===== src/rtl/irq_pkg.sv =====
// Package: shared sizing for the interrupt vector controller.
// Assumes: vector 0 is reserved for reset, interrupts start at vector 1.
package irq_pkg;
    localparam int IRQ_SRC_N = 5;
    localparam int IRQ_VEC_W = $clog2(IRQ_SRC_N + 1);
endpackage


===== src/rtl/irq_pending_bank.sv =====
// Module: one pending flag per source.
// A request sets its flag. An acknowledge clears it, unless the same
// source requests again in that cycle, in which case the set wins.
// Assumes: ack_i is one-hot or zero.
module irq_pending_bank #(
    parameter int N = irq_pkg::IRQ_SRC_N
) (
    input  logic         clk,
    input  logic         rst_n,
    input  logic [N-1:0] req_i,
    input  logic [N-1:0] ack_i,
    output logic [N-1:0] pend_o
);
    logic [N-1:0] pend_q;

    for (genvar g = 0; g < N; g++) begin : g_flag
        // holds the pending state of one source
        always_ff @(posedge clk) begin
            if (!rst_n)
                pend_q[g] <= 1'b0;
            else if (req_i[g])
                pend_q[g] <= 1'b1;
            else if (ack_i[g])
                pend_q[g] <= 1'b0;
        end

        AST_ACK_CLEARS: assert property (@(posedge clk) disable iff (!rst_n)
            ack_i[g] && !req_i[g] |=> !pend_q[g]);
        AST_REQ_WINS: assert property (@(posedge clk) disable iff (!rst_n)
            req_i[g] |=> pend_q[g]);
        AST_PEND_HOLDS: assert property (@(posedge clk) disable iff (!rst_n)
            pend_q[g] && !ack_i[g] |=> pend_q[g]);
    end

    assign pend_o = pend_q;
endmodule


===== src/rtl/irq_prio_encoder.sv =====
// Module: picks the lowest-index eligible source.
// Outputs a one-hot grant and the vector, which is the index plus one.
// Assumes: it is purely combinational; vector 0 means that no source won.
module irq_prio_encoder #(
    parameter int N     = irq_pkg::IRQ_SRC_N,
    parameter int VEC_W = irq_pkg::IRQ_VEC_W
) (
    input  logic [N-1:0]     elig_i,
    output logic [N-1:0]     grant_o,
    output logic [VEC_W-1:0] vec_o
);
    logic [N:0] seen;

    assign seen[0] = 1'b0;
    for (genvar g = 0; g < N; g++) begin : g_chain
        assign grant_o[g]  = elig_i[g] & ~seen[g];
        assign seen[g + 1] = seen[g] | elig_i[g];
    end

    // turns the one-hot grant into a vector address
    always_comb begin
        vec_o = '0;
        for (int i = 0; i < N; i++)
            if (grant_o[i]) vec_o = vec_o | VEC_W'(i + 1);
    end
endmodule


===== src/rtl/irq_gie_ctrl.sv =====
// Module: global interrupt enable bit.
// The bit is cleared by reset and by a take, and set by a return strobe.
// Assumes: when a take and a return strobe come in the same cycle, the take wins.
module irq_gie_ctrl (
    input  logic clk,
    input  logic rst_n,
    input  logic take_i,
    input  logic reti_i,
    output logic gie_o
);
    logic gie_q;

    // updates the global enable bit
    always_ff @(posedge clk) begin
        if (!rst_n)
            gie_q <= 1'b0;
        else if (take_i)
            gie_q <= 1'b0;
        else if (reti_i)
            gie_q <= 1'b1;
    end

    AST_TAKE_CLEARS_GIE: assert property (@(posedge clk) disable iff (!rst_n)
        take_i |=> !gie_q);
    AST_RETI_SETS_GIE: assert property (@(posedge clk) disable iff (!rst_n)
        reti_i && !take_i |=> gie_q);
    AST_GIE_STEADY: assert property (@(posedge clk) disable iff (!rst_n)
        !reti_i && !take_i |=> $stable(gie_q));

    assign gie_o = gie_q;
endmodule


===== src/rtl/irq_vector_ctrl.sv =====
// Module: top of the prioritized interrupt vector controller.
// At a boundary strobe, with the global enable set, it takes the
// lowest-vector source that is pending and enabled, acknowledges it and
// clears the global enable.
// Assumes: the core pulses boundary_i once per instruction, and reti_i
// once per return from interrupt.
module irq_vector_ctrl #(
    parameter int N     = irq_pkg::IRQ_SRC_N,
    parameter int VEC_W = irq_pkg::IRQ_VEC_W
) (
    input  logic             clk,
    input  logic             rst_n,
    input  logic [N-1:0]     irq_req_i,
    input  logic [N-1:0]     irq_en_i,
    input  logic             boundary_i,
    input  logic             reti_i,
    output logic             take_o,
    output logic [VEC_W-1:0] vector_o,
    output logic [N-1:0]     ack_o,
    output logic             gie_o
);
    logic [N-1:0]     pend;
    logic [N-1:0]     elig;
    logic [N-1:0]     grant;
    logic [VEC_W-1:0] vec;
    logic             gie;
    logic             fire;

    irq_pending_bank #(.N(N)) u_pend (
        .clk    (clk),
        .rst_n  (rst_n),
        .req_i  (irq_req_i),
        .ack_i  (ack_o),
        .pend_o (pend)
    );

    // a source is eligible only when it is pending and enabled
    assign elig = pend & irq_en_i;

    irq_prio_encoder #(.N(N), .VEC_W(VEC_W)) u_prio (
        .elig_i  (elig),
        .grant_o (grant),
        .vec_o   (vec)
    );

    // take decision: boundary, global enable and at least one eligible source
    assign fire     = boundary_i & gie & (|elig);
    assign take_o   = fire;
    assign ack_o    = fire ? grant : '0;
    assign vector_o = fire ? vec : '0;

    irq_gie_ctrl u_gie (
        .clk    (clk),
        .rst_n  (rst_n),
        .take_i (fire),
        .reti_i (reti_i),
        .gie_o  (gie)
    );

    assign gie_o = gie;

    AST_ACK_ONEHOT: assert property (@(posedge clk) disable iff (!rst_n)
        take_o |-> $countones(ack_o) == 1);
    AST_NO_ACK_IDLE: assert property (@(posedge clk) disable iff (!rst_n)
        !take_o |-> ack_o == '0 && vector_o == '0);
    AST_NEEDS_GIE: assert property (@(posedge clk) disable iff (!rst_n)
        take_o |-> gie_o && boundary_i);
    AST_ACK_ENABLED: assert property (@(posedge clk) disable iff (!rst_n)
        take_o |-> (ack_o & irq_en_i & pend) == ack_o);
    AST_LOWEST_WINS: assert property (@(posedge clk) disable iff (!rst_n)
        take_o |-> ((ack_o - 1'b1) & elig) == '0);
    AST_VEC_NONZERO: assert property (@(posedge clk) disable iff (!rst_n)
        take_o |-> vector_o != '0);
    AST_ONE_PER_BOUNDARY: assert property (@(posedge clk) disable iff (!rst_n)
        take_o |=> !take_o);
endmodule


===== config.mk =====
export PLATFORM = sky130hd
export DESIGN_NAME = irq_vector_ctrl
export DESIGN_NICKNAME = d
export VERILOG_FILES = /design/src/rtl/irq_pkg.sv /design/src/rtl/irq_pending_bank.sv /design/src/rtl/irq_prio_encoder.sv /design/src/rtl/irq_gie_ctrl.sv /design/src/rtl/irq_vector_ctrl.sv
export SDC_FILE = /design/constraint.sdc
export NUM_CORES = 1
export LEC_CHECK = 0
export ABC_AREA = 1
export ABC_CLOCK_PERIOD_IN_PS = 930
export BUFFER_PORTS_ARGS = -buffer_cell sky130_fd_sc_hd__clkbuf_2
export CAP_MARGIN = 10
export CORE_AREA = 5 5 42 44
export DETAILED_ROUTE_END_ITERATION = 7
export DIE_AREA = 0 0 47 49
export PLACE_DENSITY = 0.69
export RECOVER_POWER = 100
export SYNTH_ARGS = -nofsm -noshare
export SYNTH_HDL_FRONTEND = slang
export SYNTH_SLANG_ARGS = --single-unit

===== constraint.sdc =====
create_clock -name clk -period 0.93 [get_ports clk]
set_input_delay 0 -clock clk [delete_from_list [all_inputs] [get_ports clk]]
set_output_delay 0 -clock clk [all_outputs]
set_load 0.02 [all_outputs]

==> results_dict.tcl, run 1 <==
set metrics [dict create \
    powerDensity_nw_per_um2 922 \
    placed_cell_area_um2 564 \
    synthMuxAreaShare_pct 0 \
    finalInstanceArea_um2 878 \
    dieWidth_um 47 \
    antenna_cells 0 \
    leakagePower_nw 0.496 \
    clock_path_buffers 2 \
    synth_adder_area_share_pct 0 \
    synth-xor-area-share_pct 0 \
    min_period_ns 1.29 \
    cp.required_ns 0.93 \
    combinationalPowerShare_pct 34.7 \
    route.detailed.drc 0 \
    netlist_area_um2 400 \
    arrival_ns 1.29 \
    clock-sinks 6 \
    crit_type "flop to primary output" \
    clockPowerShare_pct 28.3 \
    rows 14 \
    tightest_slew_ns 0.250 \
    start_kind "flop" \
    grt_max_degree 6 \
    wl_mm 1.23 \
    final.fill_count 120 \
    postLayoutSetupSlackWorst_ns -0.362 \
    num_vias 512 \
    swShare_pct 29.9 \
    vias_per_cell 4.30 \
    fmax_mhz 774 \
    slew_headroom_pct 83.3 \
    crit_top_cell "nand2_4" \
    first_pass_iters 1 \
    clk_pin_slew_ns 0.04 \
    postSynthAreaPerCell_um2 6.79 \
    die-area_um2 2300 \
    slowest_stage "dfxtp_2" \
    fin_worst_skew_ns 0.00135 \
    hold_path_class "input pin to flop" \
    finalCritPeriodShare_pct 139 \
    min_to "u_gie.gie_o" \
    antenna_found_initial 0 \
    clk_root_buffer_cell "clkbuf_4" \
    drv_cap 0 \
    place.gp.congestion 0.686 \
    crit_chain "nand2_4, nand2_4, nor2_4, buf_6, a21oi_4, o21ai_2, nand2_2, buf_8" \
    ys_seq_area_share_pct 30.0 \
    hold_violations 0 \
    nets 119 \
    fin_hold_ws_ns 0.0194 \
    syn_nets 73 \
    fp.coreArea_um2 1400 \
    slowest_delay_ns 0.34 \
    grt-ovfl-total 0 \
    hp-start "reti_i" \
    seqPwrFrac_pct 37.0 \
    start_util_pct 28.6 \
    wire_per_inst_um 10.3 \
    ios 24 \
    rsz0062_at_grt "true" \
    clock_latency_ns 0.24 \
    grt_usage_pct 10.6 \
    synth-compound-area-share_pct 13.7 \
    syn-instance-count 59 \
    cts_buffers 3 \
    final_common_cell "clkbuf_2" \
    p_int_uw 567 \
    ant_nets 0 \
    violations "setup timing" \
    die_y_um 49 \
    drive_gt1_share_pct 75.7 \
    min_path_cells 3 \
    reg2reg_depth 10 \
    cts_tree "built" \
    h-tree-depth 1 \
    yosys_register_bits 6 \
    synth_top_family_by_area "simple AND/OR/NAND/NOR gates" \
    outcome "finished, violations left" \
    ys_types 16 \
    yosys.area_share.simple_pct 41.3 \
    critPathMaxFanout 2 \
    final_cell_mix "clkbuf_2, nand2_2, inv_1" \
    grt_pass1_wl_mm 1.84 \
    power_switching_uw 242 \
    final_max_slew_viol_count 0 \
    grt_pass1_vias 429 \
    syn_to_final_growth_pct 119 \
    dp_hpwl_um 804 \
    r2r_slack_ns -0.32 \
    io_buffers 23 \
    dr.first_iter.drc_count 0 \
    r2r_end "u_pend.pend_o[4]" \
    pre_cts_slack_ns -0.155 \
    yosysWarnings 0 \
    rr_startpoint "u_pend.pend_o[1]" \
    peakVddDrop_mv 0.768 \
    setup_viol 15 \
    endpoint_kind "primary output" \
]
==> how the worst max path moves through the flow <==
| stage | depth (start not counted) | to | slack [ns] | from |
|---|---|---|---|---|
| after global routing | 6 | vector_o[1] | -0.44 | u_pend.pend_o[1] |
| final | 8 | vector_o[0] | -0.36 | u_pend.pend_o[1] |
| after global placement | 5 | u_pend.pend_o[2] | -0.13 | u_pend.pend_o[2] |
| after floorplan | 6 | vector_o[0] | -0.02 | u_pend.pend_o[4] |
| after detailed placement | 6 | u_pend.pend_o[2] | -0.15 | u_pend.pend_o[1] |
| after CTS | 6 | vector_o[1] | -0.33 | u_pend.pend_o[1] |
==> synth_stat cells (all sizes together) <==
| library cell | count | share of area (%) |
|---|---|---|
| o21ai | 2 | 2.5 |
| a21oi | 6 | 11 |
| nand2 | 19 | 25 |
| nor2 | 6 | 8.7 |
| dfxtp | 6 | 30 |
| nand4 | 1 | 1.6 |
| nand3 | 3 | 6.2 |
| inv | 16 | 15 |
==> power by group through the flow <==
stage	Combinational [mW]	Clock (mW)	Sequential [mW]
3_5_place_dp	0.183	0	0.297
4_1_cts	0.250	0.242	0.298
2_1_floorplan	0.117	0	0.299
5_1_grt	0.303	0.258	0.301
6_report	0.281	0.229	0.299
3_3_place_gp	0.180	0	0.296
==> cell families after synthesis <==
family                 Yosys count
flip-flops                       6
AO/OA/AOI/OAI                    8
AND/OR/NAND/NOR                 29
buffers and inverters           16
==> timing repair <==
item / CTS / global route
hold buffers: 6 / 0
hold endpoints to repair: 6 / 0
gates resized for setup: 37 / 12
buffers inserted: 9 / 2
setup endpoints to repair: 15 / 15
pin swaps: 10 / 6
==> metrics by stage <==
stage | utilization (%) | setup TNS (ns) | power, mW | std cells
after floorplan | - | -0.0346 | 0.416 | 59
after CTS | 59.6 | -3.37 | 0.789 | 118
after detailed placement | 40.3 | -0.692 | 0.480 | 100
final | 62.7 | -3.80 | 0.810 | 119
after global routing | 62.7 | -4.88 | 0.862 | 119
after global placement | 40.3 | -0.479 | 0.477 | 100
==> critical path, delay by kind of cell (launching register included) <==
kind,cells,cell delay (ns)
simple gates,4,0.26
compound gates,2,0.23
buf+inv,2,0.22
flops,1,0.34
==> layout make-up <==
class                           instances  area [um2]  share of cell area [%]
Clock buffer                            3        22.5                    2.56
Timing Repair Buffer                   41         362                    41.2
Multi-Input combinational cell         37         287                    32.6
Tap cell                               16        20.0                    2.28
Inverter                               16        60.1                    6.84
Sequential cell                         6         128                    14.5
==> routing by layer <==
metal	wire (um)	vias up	track usage, %
met1	499	230	13.5
met4	38	0	5.53
met2	641	13	17.0
li1	-	265	-
met5	0	-	0
met3	47	4	1.11
==> sequential cells by signal, indices dropped and copies added (netlist names) <==
signal,count
u_gie.gie_o,1
u_pend.pend_o,5
Note: power is estimated with default switching activity, not from simulation.
==> inputs of run 2 (changes only) <==
PLACE_DENSITY = unset   (was 0.69)
SKIP_LAST_GASP = 1   (was unset)
==> run 2 against run 1 <==
- the flow still finishes with violations (setup timing)
- critical path type unchanged
- critical endpoint is now vector_o[1]
- count of clock-buffer cells in the layout did not move
- final cell count shrank 5.9%
- flip-flop and latch count unchanged
- die area unchanged
- routed wire length is 5.4% higher
- hold slack gained 0.0068 ns
- clock skew fell by 0.00093 ns
==> results_dict.tcl, run 2 (synthesis gave the netlist of run 1 again) <==
set metrics [dict create \
    outcome "finished, violations left" \
    violations "setup timing" \
    min_period_ns 1.26 \
    first_pass_iters 3 \
    h-tree-depth 1 \
    dieWidth_um 47 \
    rsz0062_at_grt "true" \
    final.fill_count 126 \
    cts_tree "built" \
    cts_buffers 3 \
    num_vias 492 \
    final_cell_mix "clkbuf_2, nand2_2, inv_1" \
    p_total_uw 808 \
    drive_gt1_share_pct 72.9 \
    hold_violations 0 \
    clock_path_buffers 2 \
    fmax_mhz 794 \
    grt_usage_pct 11.7 \
    postLayoutSetupSlackWorst_ns -0.330 \
    pre_cts_slack_ns -0.0832 \
    leakagePower_nw 0.448 \
    route.detailed.drc 0 \
    peakVddDrop_mv 0.743 \
    dr.first_iter.drc_count 8 \
    vias_per_cell 4.39 \
    clk_root_buffer_cell "clkbuf_4" \
    ios 24 \
    final_common_cell "clkbuf_2" \
    wl_mm 1.29 \
    drv_cap 0 \
    tightest_slew_ns 0.245 \
    setup_viol 15 \
    powerDensity_nw_per_um2 981 \
    regArea_um2 128 \
    dp_hpwl_um 796 \
    largest_reg_flops 5 \
    place.gp.congestion 0.772 \
    rows 14 \
    grt-ovfl-total 0 \
    final_max_slew_viol_count 0 \
    multi_input_area_um2 288 \
    endpoint_kind "primary output" \
    wire_per_inst_um 11.5 \
    start_kind "flop" \
    ant_nets 0 \
    start_util_pct 28.6 \
    clock-sinks 6 \
    die_y_um 49 \
    crit_type "flop to primary output" \
    clock_latency_ns 0.25 \
    clk_pin_slew_ns 0.05 \
    finalCritPeriodShare_pct 135 \
    syn_to_final_growth_pct 106 \
    grt_pass1_wl_mm 1.90 \
    antenna_cells 0 \
    antenna_found_initial 0 \
    arrival_ns 1.26 \
    critPathMaxFanout 3 \
    hold_path_class "input pin to flop" \
    cp.required_ns 0.93 \
    grt_max_degree 6 \
    r2r_slack_ns -0.30 \
    nets 112 \
    fin_worst_skew_ns 0.000422 \
    grt_pass1_vias 499 \
    io_buffers 23 \
    fp.coreArea_um2 1400 \
    die-area_um2 2300 \
    slew_headroom_pct 83.6 \
]
==> run 2: cell types whose count changed in the layout (fill, tap and decap cells not counted) <==
cell,change
a21oi_1,+1
a21oi_2,-1
buf_4,-5
buf_6,-2
buf_8,+2
clkbuf_1,+1
clkbuf_2,-1
clkbuf_8,-2
inv_1,-1
inv_4,+1
nand2_2,-1
nand2_4,+1
==> run 2: repair_timing <==
item	4_1_cts	5_1_grt
hold buffers	6	0
setup buffers	3	1
endpoints found under the hold margin	6	0
resized for setup	30	20
pin swaps	3	5
setup endpoints to repair	15	15
==> run 2: critical path: stages (launching register included) <==
cell and delay, ns:
dfxtp_2 0.33, nand2_4 0.06, nand2_4 0.07, nor2_4 0.15, nand2_2 0.10, nand3_4 0.09
nand2_2 0.07, buf_8 0.13
==> run 2: worst paths after layout <==
| check | from | to | cells past startpoint |
|---|---|---|---|
| worst max register to register | u_pend.pend_o[0] | u_pend.pend_o[2] | 7 |
| worst min-delay path | reti_i | u_gie.gie_o | 3 |
| worst max-delay path | u_pend.pend_o[0] | vector_o[1] | 7 |
| worst min register to register | u_pend.pend_o[3] | u_pend.pend_o[3] | 2 |
==> run 2: through the flow <==
step                utilization, %  hold slack [ns]  cell area [um2]  std cells  TNS [ns]
finish                        58.8           0.0262              823        112     -3.57
global route                  58.8           0.0567              823        112     -4.43
CTS                           54.7           0.0110              767        111     -3.24
detailed placement            39.7            0.217              557         99    -0.518
global placement              39.7            0.212              557         99    -0.474
floorplan                        -            0.117              414         59   -0.0346
==> run 2: power by group <==
part           internal (mW)  leakage, nW  switching (mW)
clock                  0.147       0.0138           0.105
combinational          0.117        0.383           0.138
sequential             0.282       0.0514          0.0192
total                  0.546        0.448           0.262
==> run 2: metal layers <==
metal	GRT usage (%)	vias up	wire, um	part of all wire (%)
met5	0	-	0	0
met4	8.29	0	64	5.0
met3	2.58	6	93	7.2
met2	21.3	18	717	55
met1	10.5	219	416	32
li1	-	249	-	-
==> run 2: final cells by class <==
class / count / area share (%)
timing repair buffer: 34 / 36.8
multi-input combinational: 37 / 35.0
sequential: 6 / 15.5
inverter: 16 / 7.60
clock buffer: 3 / 2.74
tap: 16 / 2.43
==> inputs of run 3 (changes only) <==
SYNTH_HIERARCHICAL = 1   (was unset)
==> run 3 against run 2 <==
- the flow still finishes with violations (setup timing)
- sequential power decreased by 2%
- global-route usage increased by 0.72 points
- total power increased by 0.56%
- via count grew 14%
- clock skew is 0.0021 ns higher
- register-to-register slack barely moved
- area after synthesis rose by 10%
- non-clock buffer count grew 3
- critical path type unchanged
- critical endpoint is now vector_o[2]
- largest power group unchanged
==> results_dict.tcl, run 3 <==
set metrics [dict create \
    die-area_um2 2300 \
    clock_latency_ns 0.24 \
    top_usage_layer "met2" \
    wire_per_inst_um 9.53 \
    seqPwrFrac_pct 36.2 \
    clock_path_buffers 2 \
    first_pass_iters 4 \
    fin_hold_ws_ns 0.337 \
    fin_worst_skew_ns 0.00249 \
    grt_usage_pct 12.5 \
    yosys_register_bits 6 \
    dp_hpwl_um 905 \
    grt-ovfl-total 0 \
    violations "setup timing" \
    ys_async_sr_fraction_pct 0 \
    leakagePower_nw 0.464 \
    postSynthAreaPerCell_um2 5.57 \
    antenna_found_initial 0 \
    vias_per_cell 4.18 \
    hold_violations 0 \
    fmax_mhz 791 \
    slowest_delay_ns 0.33 \
    largest_reg_flops 5 \
    syn-instance-count 79 \
    tightest_slew_ns 0.236 \
    hold_path_class "input pin to flop" \
    syn_to_final_growth_pct 100 \
    crit_type "flop to primary output" \
    min_to "u_gie/gie_o" \
    slowest_stage "dfxtp_2" \
    p_int_uw 558 \
    clockPowerShare_pct 30.2 \
    wl_mm 1.28 \
    yosys.area.top_type_share_pct 27.3 \
    cts_tree "built" \
    final_cell_mix "inv_1, clkbuf_2, nand2_1" \
    ios 24 \
    combinationalPowerShare_pct 33.6 \
    antenna_cells 0 \
    ys_top_cells_by_area "dfxtp_1, inv_1, nand2_1" \
    dr.first_iter.drc_count 7 \
    yosys.area.top_type "dfxtp_1" \
    synth_adder_area_share_pct 0 \
    r2r_slack_ns -0.31 \
    crit_chain "nand2_4, nand3_2, o21bai_4, buf_6, nor2_1, buf_4" \
    grt_pass1_vias 548 \
    endpoint_kind "primary output" \
    grt_max_degree 6 \
    use_met2_pct 21.3 \
    start_kind "flop" \
    h-tree-depth 1 \
    rr_startpoint "u_pend/pend_o[0]" \
    clk_pin_slew_ns 0.05 \
    final_max_slew_viol_count 0 \
    synth-compound-area-share_pct 14.2 \
    dieWidth_um 47 \
    min_period_ns 1.26 \
    synth_top_family_by_area "simple AND/OR/NAND/NOR gates" \
    min_path_cells 8 \
    drv_cap 0 \
    worst-path-buf-inv 2 \
    synthMuxAreaShare_pct 0 \
    drive_gt1_share_pct 57.6 \
    ys_types 13 \
    synth_common_cells "inv_1, nand2_1, nor2_1, a21oi_1, dfxtp_1" \
    netlist_area_um2 440 \
    slew_headroom_pct 84.2 \
    clk_root_buffer_cell "clkbuf_4" \
    start_util_pct 31.4 \
    power_switching_uw 254 \
    arrival_ns 1.26 \
    rows 14 \
    r2r_end "u_pend/pend_o[3]" \
    reg2reg_depth 11 \
    rsz0062_at_grt "true" \
    ys_seq_area_share_pct 27.3 \
    yosysWarnings 6 \
    outcome "finished, violations left" \
    nets 134 \
    hp-start "boundary_i" \
    pre_cts_slack_ns -0.245 \
    crit_family "flip-flops" \
    cp.required_ns 0.93 \
    postLayoutSetupSlackWorst_ns -0.334 \
    io_buffers 23 \
    synth-main-ff-cell "dfxtp_1" \
    peakVddDrop_mv 0.554 \
    fp.coreArea_um2 1400 \
    p_total_uw 812 \
    cts_buffers 3 \
    route.detailed.drc 0 \
    ant_nets 0 \
    grt_pass1_wl_mm 2.06 \
    yosys.area_share.simple_pct 30.4 \
    clock-sinks 6 \
    swShare_pct 31.3 \
    use_met3_pct 4.06 \
    num_vias 560 \
    final_util_pct 62.9 \
    critPathMaxFanout 5 \
    synth_most_common_cell "inv_1" \
    place.gp.congestion 0.659 \
    synth_edf_count 0 \
    setup_tns_ns -4.07 \
    powerDensity_nw_per_um2 922 \
    setup_viol 15 \
    final_common_cell "inv_1" \
    synth-xor-area-share_pct 0 \
    syn_nets 93 \
    die_y_um 49 \
    grtUsageMet1_pct 11.8 \
    finalCritPeriodShare_pct 136 \
]
-- run 3: repair_timing --
item / CTS / global route
resized for setup: 30 / 22
pin swaps: 8 / 5
hold buffers: 7 / 0
setup endpoints to repair: 15 / 15
buffers inserted: 0 / 1
hold endpoints to repair: 6 / 0
-- run 3: kinds of logic after synthesis --
kind of cell / count (synthesis)
compound gates: 9
buf+inv: 32
flops: 6
simple gates: 32
-- run 3: area by class of cell --
type | count | area, um2
Tap cell | 16 | 20.0
Fill cell | 124 | 520
Sequential cell | 6 | 125
Clock buffer | 3 | 22.5
Multi-Input combinational cell | 41 | 287
Timing Repair Buffer | 37 | 305
Inverter | 31 | 121
-- run 3: routing by layer --
layer | routed length (um) | part of all wire (%)
met4 | 20 | 1.6
met3 | 67 | 5.2
met1 | 488 | 38
met5 | 0 | 0
met2 | 701 | 55
-- run 3: how the worst max path moves through the flow --
stage	from	end	slack (ns)	cells past startpoint
finish	u_pend/pend_o[0]	vector_o[2]	-0.33	6
global route	u_pend/pend_o[3]	vector_o[0]	-0.42	8
CTS	u_pend/pend_o[1]	vector_o[2]	-0.36	8
detailed placement	u_pend/pend_o[0]	u_pend/pend_o[3]	-0.25	10
global placement	u_pend/pend_o[1]	u_pend/pend_o[4]	-0.22	10
floorplan	u_pend/pend_o[3]	u_pend/pend_o[1]	-0.27	7
-- run 3: power groups by stage --
stage	Clock, mW	Combinational (mW)	Sequential [mW]
global route	0.281	0.300	0.296
finish	0.245	0.273	0.294
detailed placement	0	0.202	0.292
global placement	0	0.199	0.291
floorplan	0	0.126	0.296
CTS	0.255	0.250	0.291
-- run 3: per-stage QoR --
step	area, um2	std cells
after global routing	881	134
after detailed placement	652	123
after global placement	652	123
final	881	134
after CTS	827	133
after floorplan	479	79
-- run 3: worst register-to-register path: stages (launching register included) --
cell and delay, ns:
dfxtp_2 0.33, nand2_4 0.08, inv_4 0.05, nor2_4 0.11, nand2_2 0.07, nor2_1 0.08, inv_1 0.07, nor2_4 0.09
buf_4 0.11, inv_2 0.02, nand2_1 0.06, a21oi_2 0.05
